[src/rtl/fsr_pkg.sv]
package fsr_pkg;
  localparam int SR_W    = 8;
  localparam int B_BUSY  = 0;
  localparam int B_WLAT  = 1;
  localparam int B_PL_LO = 2;
  localparam int PL_W    = 4;
  localparam int B_INCR  = 6;
  localparam int B_LOCK  = 7;

  localparam logic [SR_W-1:0] SR_RESET = 8'h1C;
  // bits a status write may load: lock and the protection level
  localparam logic [SR_W-1:0] SR_WR_MASK = 8'hBC;
endpackage

[src/rtl/fsr_wr_gate.sv]
module fsr_wr_gate (
  input  logic clk,
  input  logic rst_n,
  input  logic cmd_wr_en_i,
  input  logic cmd_sr_arm_i,
  input  logic cmd_sr_write_i,
  input  logic cmd_wr_dis_i,
  input  logic cmd_other_i,
  input  logic prot_pin_n_i,
  input  logic lock_i,
  output logic take_o
);
  logic armed_q;

  always_ff @(posedge clk) begin
    if (!rst_n)
      armed_q <= 1'b0;
    else if (cmd_wr_en_i || cmd_sr_arm_i)
      armed_q <= 1'b1;
    else if (cmd_sr_write_i || cmd_wr_dis_i || cmd_other_i)
      armed_q <= 1'b0;
  end

  assign take_o = cmd_sr_write_i && armed_q && (prot_pin_n_i || !lock_i);
endmodule

[src/rtl/fsr_regs.sv]
module fsr_regs
  import fsr_pkg::*;
(
  input  logic            clk,
  input  logic            rst_n,
  input  logic            busy_i,
  input  logic            take_i,
  input  logic [SR_W-1:0] data_i,
  input  logic            set_wlat_i,
  input  logic            clr_wlat_i,
  input  logic            incr_enter_i,
  input  logic            clr_incr_i,
  output logic [SR_W-1:0] sr_o
);
  logic [SR_W-1:0] sr_q, sr_d;

  always_comb begin
    sr_d = sr_q;
    sr_d[B_BUSY] = busy_i;
    if (take_i) begin
      sr_d = (data_i & SR_WR_MASK) | (sr_d & ~SR_WR_MASK);
      sr_d[B_WLAT] = 1'b0;
    end
    if (set_wlat_i) sr_d[B_WLAT] = 1'b1;
    if (incr_enter_i && sr_q[B_WLAT]) sr_d[B_INCR] = 1'b1;
    if (clr_wlat_i) sr_d[B_WLAT] = 1'b0;
    if (clr_incr_i) sr_d[B_INCR] = 1'b0;
  end

  always_ff @(posedge clk) begin
    if (!rst_n) sr_q <= SR_RESET;
    else        sr_q <= sr_d;
  end

  assign sr_o = sr_q;
endmodule

[src/rtl/fsr_prot_decode.sv]
module fsr_prot_decode #(
  parameter int ADDR_W = 24,
  parameter int MEM_AW = 21,
  parameter int LVL_W  = 3
) (
  input  logic [LVL_W-1:0]  level_i,
  input  logic [ADDR_W-1:0] addr_i,
  output logic              prot_o
);
  localparam int PARTIAL = (1 << LVL_W) - 3;
  localparam logic [ADDR_W-1:0] SPACE_MASK = (ADDR_W'(1) << MEM_AW) - ADDR_W'(1);

  logic [ADDR_W-1:0] off;
  logic [PARTIAL:1]  hit;

  assign off = addr_i & SPACE_MASK;

  for (genvar i = 1; i <= PARTIAL; i++) begin : g_lvl
    localparam logic [ADDR_W-1:0] BASE =
      (ADDR_W'(1) << MEM_AW) - (ADDR_W'(1) << (MEM_AW - (PARTIAL + 1 - i)));
    assign hit[i] = (off >= BASE);
  end

  always_comb begin
    prot_o = (level_i > LVL_W'(PARTIAL));
    for (int i = 1; i <= PARTIAL; i++)
      if (level_i == LVL_W'(i)) prot_o = hit[i];
  end
endmodule

[src/rtl/flash_status_reg.sv]
module flash_status_reg
  import fsr_pkg::*;
#(
  parameter int ADDR_W = 24,
  parameter int MEM_AW = 21
) (
  input  logic              clk,
  input  logic              rst_n,
  input  logic              prot_pin_n_i,
  input  logic              busy_i,
  input  logic              cmd_wr_en_i,
  input  logic              cmd_wr_dis_i,
  input  logic              cmd_sr_arm_i,
  input  logic              cmd_sr_write_i,
  input  logic [7:0]        sr_data_i,
  input  logic              cmd_other_i,
  input  logic              prog_done_i,
  input  logic              erase_done_i,
  input  logic              incr_enter_i,
  input  logic              incr_exit_i,
  input  logic              incr_top_i,
  input  logic [ADDR_W-1:0] chk_addr_i,
  output logic [7:0]        status_o,
  output logic              addr_prot_o,
  output logic              chip_erase_ok_o
);
  logic            take;
  logic [SR_W-1:0] sr;
  logic            clr_incr, clr_wlat;

  assign clr_incr = cmd_wr_dis_i || incr_exit_i || incr_top_i;
  assign clr_wlat = clr_incr || prog_done_i || erase_done_i;

  fsr_wr_gate u_gate (
    .clk(clk), .rst_n(rst_n),
    .cmd_wr_en_i(cmd_wr_en_i), .cmd_sr_arm_i(cmd_sr_arm_i),
    .cmd_sr_write_i(cmd_sr_write_i), .cmd_wr_dis_i(cmd_wr_dis_i),
    .cmd_other_i(cmd_other_i), .prot_pin_n_i(prot_pin_n_i),
    .lock_i(sr[B_LOCK]), .take_o(take)
  );

  fsr_regs u_regs (
    .clk(clk), .rst_n(rst_n), .busy_i(busy_i), .take_i(take),
    .data_i(sr_data_i), .set_wlat_i(cmd_wr_en_i), .clr_wlat_i(clr_wlat),
    .incr_enter_i(incr_enter_i), .clr_incr_i(clr_incr), .sr_o(sr)
  );

  fsr_prot_decode #(.ADDR_W(ADDR_W), .MEM_AW(MEM_AW), .LVL_W(PL_W-1)) u_dec (
    .level_i(sr[B_PL_LO +: PL_W-1]), .addr_i(chk_addr_i), .prot_o(addr_prot_o)
  );

  assign chip_erase_ok_o = (sr[B_PL_LO +: PL_W] == '0);
  assign status_o        = sr;
endmodule

[config.mk]
export PLATFORM = sky130hd
export DESIGN_NAME = flash_status_reg
export DESIGN_NICKNAME = d
export VERILOG_FILES = /design/src/rtl/fsr_pkg.sv /design/src/rtl/fsr_wr_gate.sv /design/src/rtl/fsr_regs.sv /design/src/rtl/fsr_prot_decode.sv /design/src/rtl/flash_status_reg.sv
export SDC_FILE = /design/constraint.sdc
export NUM_CORES = 1
export LEC_CHECK = 0
export BUFFER_PORTS_ARGS = -buffer_cell sky130_fd_sc_hd__buf_2
export CAP_MARGIN = 10
export CORE_MARGIN = 8
export CORE_UTILIZATION = 31
export CTS_BUF_LIST = sky130_fd_sc_hd__clkbuf_4
export CTS_CLUSTER_DIAMETER = 30
export CTS_CLUSTER_SIZE = 10
export DETAILED_ROUTE_END_ITERATION = 8
export PLACE_DENSITY = 0.9
export SYNTH_ARGS = -nofsm -noshare
export SYNTH_HDL_FRONTEND = slang
export SYNTH_SLANG_ARGS = --single-unit
export TNS_END_PERCENT = 5
[constraint.sdc]
create_clock -name clk -period 1.7 [get_ports clk]
set_input_delay 0.255 -clock clk [delete_from_list [all_inputs] [get_ports clk]]
set_output_delay 0.255 -clock clk [all_outputs]
set_load 0.05 [all_outputs]
# ---- Word-level counts from Yosys, hierarchy flattened
# Index checks and enable logic that the tools add are counted.
dict set report word_totals {
  register_bits 9
}
dict set report op_classes {
  n_reduce_logical 18
  eq_ne 5
  n_mux 10
  bitwise 2
  n_lt_le_gt_ge 6
}
# operator n
set op_table {}
lappend op_table {{21-bit greater-or-equal comparator, second input constant} 5}
lappend op_table {{1-bit two-way mux} 9}
lappend op_table {{1-bit logical OR} 8}
lappend op_table {{8-bit by 7-bit bitwise OR with 8-bit output} 1}
lappend op_table {{7-bit two-way mux} 1}
lappend op_table {{3-bit by 2-bit equality test with 1-bit output, second input constant} 2}
lappend op_table {{3-bit equality test, second input constant} 2}
lappend op_table {{2-bit nonzero test} 3}
lappend op_table {{4-bit zero test} 1}
lappend op_table {{2-bit OR reduction} 2}
lappend op_table {{3-bit by 1-bit equality test with 1-bit output, second input constant} 1}
lappend op_table {{3-bit > comparator, second input constant} 1}
lappend op_table {{1-bit logical AND} 3}
lappend op_table {{1-bit zero test} 1}
lappend op_table {{1-bit NOT} 1}

# ---- Longest topological paths before layout
dict set report logic_depth {
  ltp_word 6
  depth_mapped 4
  ltp_nobuf 3
}

# ---- Hierarchy
# A second synthesis with hierarchy kept.
dict set report unflattened {
  cells_unflattened 41
  area_unflattened_um2 406.6
}
# mod area_each_um2 cells_per_inst instances seq_area_each_um2
set modules_own_cells {}
lappend modules_own_cells {fsr_regs 284.0 25 1 160.2}
lappend modules_own_cells {fsr_wr_gate 56.3 6 1 20.0}
lappend modules_own_cells {fsr_prot_decode 42.5 7 1 0.0}
lappend modules_own_cells {flash_status_reg 23.8 3 1 0.0}

# ---- Worst setup path after synthesis
# OpenSTA, ideal clock, no wires.
dict set report synth_timing {
  kind {reg2out}
  startpoint {register u_regs.sr_q[2] (netlist: u_regs.sr_o[2])}
  endpoint {output port chip_erase_ok_o}
  t_arrival_ps 2106
  path_slack_ps -661
  required_ps 1445
  n_path_buf 0
  path_stages_with_launch 2
  cell_sequence {dfxtp_1 -> nor4_1}
}
dict set report synth_via {
  elab_chain_cells 1
}
# item line_no
set synth_rtl {}
lappend synth_rtl {{start: declaration} fsr_regs.sv:15} ;# logic [SR_W-1:0] sr_q, sr_d;
lappend synth_rtl {{start signal: assignment} fsr_regs.sv:32} ;# else sr_q <= sr_d;
lappend synth_rtl {{4-bit zero test} flash_status_reg.sv:52} ;# assign chip_erase_ok_o = (sr[B_PL_LO +: PL_W] == '0);
lappend synth_rtl {{end: declaration} flash_status_reg.sv:25} ;# output logic chip_erase_ok_o
# No other way between the ends.

# ---- Worst setup path in the final report
dict set report layout_timing {
  startpoint {register u_regs.sr_q[2] (netlist: u_regs.sr_o[2])}
  endpoint {output port addr_prot_o}
}
dict set report layout_via {
  elab_chain_cells 6
  elab_cells_between_ends 11
}
# item line_no
set layout_rtl {}
lappend layout_rtl {{3-bit > comparator or 3-bit by 1-bit equality test with 1-bit output (tied branches)} {fsr_prot_decode.sv:25, fsr_prot_decode.sv:27}}
lappend layout_rtl {{1-bit two-way mux (4 in a row)} fsr_prot_decode.sv:27} ;# if (level_i == LVL_W'(i)) prot_o = hit[i];
lappend layout_rtl {{1-bit two-way mux (*)} fsr_prot_decode.sv:27}
lappend layout_rtl {{end: declaration} flash_status_reg.sv:24} ;# output logic addr_prot_o,
# Mark *: on every way between the ends. The rest lies on a longest branch, timed or not.

==> run summary <==
Actual transition at the worst max-transition pin: 0.3580 ns. The detailed router finished its first iteration with 6 violations. The cell count after synthesis was 47; the worst clock skew was 0.007035 ns. The tools report the placed wire-length estimate as 1.119 mm. The tool flagged a number of max-cap violations equal to 0. Counting flops and latches in the post-synthesis netlist gives 9. For the final weighted congestion in routability-driven placement, the log shows 0.7190. Headroom to the max-slew limit came out at 75.83%.

The pin count of the biggest net entering global routing is 12. The die outline area was 2744 sq um; the number of setup violations in the final report was 0. The met3 routed wirelength was 64 microns; the via count of the first global-routing pass was 544.

The number of antenna diodes in the final layout is 0. The logs give 2.180 mm for the global-route wire length before repair and 3 for the TritonCTS buffer count. The die boundary height was 52.39 microns. Setup repair after global routing left no endpoint under its margin.

The number of placed I/O pins came out at 56. At the placement stage, the worst setup path has a slack of 0.3107 ns. After detailed routing, the number of vias per cell comes to 5.134. In this run the worst path has a maximum fanout of 6. The number of H-tree levels is 1. For the sum of internal, switching and leakage power, the log shows 530.4 uW. Global routing finished with a remaining overflow of 0. The final critical path takes up 93.20% of the cycle. In this run the tool buffered the top-level ports with 33 buffer cells. The first detailed-routing pass ran for 4 iterations. In this run the most critical hold path is launched from erase_done_i. The highest metal layer carrying signal wires in the routed design is met4.

Data arrival time at the worst-slack endpoint: 1.33 ns. For this block, wires on met1 add up to 441 microns. The static leakage is 0.0002979 uW.

The synthesized area divided by synthesized cell count works out to 8.732 sq um. The tools report the worst reg2reg path startpoint as u_regs.sr_o[7]. For the count of unique library cells instantiated by Yosys, the log shows 21. The critical path starts at u_regs.sr_o[2]. The number of antenna violations at the first check in global routing was 0. The depth of the worst hold-timing path was 2; the number of cells traversed by the worst register-to-register path was 4.

The detailed-route via count was 498. The synthesized netlist occupies a cell area of 410.4 sq um. For the count of unresolved DRC violations after routing, the log shows 0.

The startpoint class of the critical path is a register. Critical setup path kind: reg2out. TritonCTS built the clock tree.

Power spread over the standard cell area amounts to 846.1 nW/um^2. The required time at the worst-slack endpoint was 1.44 ns. The tools report the cell at the root of the clock tree as sky130_fd_sc_hd__clkbuf_4. The largest buffer count on any clock path was 2. Overall die width: 52.39 microns. The largest individual stage delay along the critical path comes from the cell sky130_fd_sc_hd__dfxtp_1. The critical path goes through o21a_1, a31oi_1, o21ai_2, buf_2. The number of rows in the core area was 13. The logs give 374.3 uV for the maximum ir drop on the vdd rail and 32.35% for the starting utilization of the core area. The met2 routed wirelength was 842 microns.

The run finished with clean final reports. In this run the worst hold path is classified as in2reg. Dividing the detail-routed wire length by the instance count gives 14.18 microns.

The clock latency on the worst-skew pair was 0.27 ns. Once the clock tree was built, the setup fixing pass inserted 0 buffers. Synthesis produced a netlist with a net count of 93. The worst path meets setup with 0.1157 ns of slack. Count of warnings emitted by yosys: 0.

Clock-pin slew was measured on the worst setup and hold paths at 0.07 ns. The worst setup path is captured at a primary output. The hold violation total from the final report was 0; the final layout net count was 129. The tools report the global-route usage over all layers as 10.63%.

Post-synthesis to final-layout area growth: 52.74%. The highest cell delay on the worst timing path was 0.44 ns; the post-synthesis sequential area ratio was 43.90%. For the area of the core region, the log shows 1269 sq um.

The detail route stage leaves a number of antenna-violating nets equal to 0. The total of cells resized after clock tree synthesis is 0, and the number of hold buffers added after cts is 0. For the number of clock sinks, the log shows 9.

For the number of pins with negative max-slew slack in the final report, the log shows 0. The highest attainable clock frequency was 631.2 MHz. The post-layout minimum cycle time is 1.584 ns.

The final layout contains routed wiring with a total length of 1.375 mm. The share of layout cells above drive strength 1 came out at 56.10%.
-- final cells by class --
cell class	count	area, sq um
clock buffer	4	30.03
fill	121	641.9
inverter	5	18.77
multi-input combinational	30	206.4
sequential	9	180.2
tap	15	18.77
timing repair buffer	34	172.7
-- layout by cell type (no fill, tap or decap), drive strengths merged --
| cell | n |
|---|---|
| buf | 34 |
| dfxtp | 9 |
| o21ai | 8 |
| inv | 5 |
| clkbuf | 4 |
| a21oi | 3 |
| o311ai | 3 |
| o21a | 2 |
| or3b | 2 |
| nor2 | 2 |
| nor4 | 1 |
| a31oi | 1 |
| nand3 | 1 |
| nor2b | 1 |
| nand2 | 1 |
| nor4b | 1 |
| nor3 | 1 |
| or4 | 1 |
| a2111oi | 1 |
| and2 | 1 |
-- per-stage QoR --
step | instance area, sq um | util, % | cells | setup TNS (ns) | hold WS, ns
global route | 626.9 | 49.41 | 97 | 0 | 0.1496
finish | 626.9 | 49.41 | 97 | 0 | 0.1517
global placement | 596.8 | 47.04 | 93 | 0 | 0.4250
detailed placement | 596.8 | 47.04 | 93 | 0 | 0.4247
floorplan | 420.4 | - | 47 | -0.1041 | 0.3239
CTS | 626.9 | 49.41 | 97 | 0 | 0.1415
-- logic make-up (layout without fill, tap and decap cells) --
| group | after synthesis | after routing | share of synthesized area, % |
|---|---|---|---|
| AO/OA/AOI/OAI | 18 | 18 | 28.66 |
| buffers and inverters | 8 | 43 | 8.231 |
| flip-flops | 9 | 9 | 43.90 |
| AND/OR/NAND/NOR | 12 | 12 | 19.21 |
-- worst max-delay path, delay by kind of cell, from the launching register on --
family	cells	cell delay [ns]
flip-flops	1	0.44
buffers and inverters	1	0.27
AO/OA/AOI/OAI	3	0.36
-- final timing paths --
path                          to  slack (ns)
setup / recovery     addr_prot_o        0.12
setup reg to reg  u_regs.sr_o[5]        0.41
hold reg to reg   u_regs.sr_o[6]        0.47
hold / removal    u_regs.sr_o[1]        0.15
-- report_power, final --
part	total, uW	internal [uW]	switching, uW
logic	112	42.1	70.3
clock network	188	107	80.9
registers	231	221	9.64
-- per-layer routing --
metal	global-route usage, %	vias up
li1	-	242
met1	8.696	241
met2	20.55	11
met3	2.273	4
met4	9.052	0
met5	0	-
-- registers in the layout, indices dropped and copies added, names as in the netlist --
| name | count |
|---|---|
| u_regs.sr_o | 8 |
| u_gate.armed_q | 1 |
-- synth_stat cells --
cell / count / area, sq um
sky130_fd_sc_hd__inv_1: 4 / 15.01
sky130_fd_sc_hd__o311ai_0: 3 / 26.28
sky130_fd_sc_hd__nor4_1: 1 / 6.260
sky130_fd_sc_hd__nand3_1: 1 / 5.000
sky130_fd_sc_hd__o21a_1: 2 / 15.01
sky130_fd_sc_hd__inv_2: 1 / 3.750
sky130_fd_sc_hd__dfxtp_1: 9 / 180.2
sky130_fd_sc_hd__or3b_2: 2 / 17.52
sky130_fd_sc_hd__clkbuf_1: 2 / 7.510
sky130_fd_sc_hd__buf_4: 1 / 7.510
sky130_fd_sc_hd__nor3_1: 1 / 5.000
sky130_fd_sc_hd__and2_2: 1 / 7.510
sky130_fd_sc_hd__a21oi_1: 3 / 15.01
sky130_fd_sc_hd__a2111oi_2: 1 / 15.01
sky130_fd_sc_hd__nand2_1: 1 / 3.750
sky130_fd_sc_hd__a31oi_1: 1 / 6.260
sky130_fd_sc_hd__nor2_1: 2 / 7.510
sky130_fd_sc_hd__nor2b_1: 1 / 6.260
sky130_fd_sc_hd__o21ai_0: 8 / 40.04
sky130_fd_sc_hd__nor4b_1: 1 / 8.760
sky130_fd_sc_hd__or4_4: 1 / 11.26
Power figures use the tool's default switching activity.
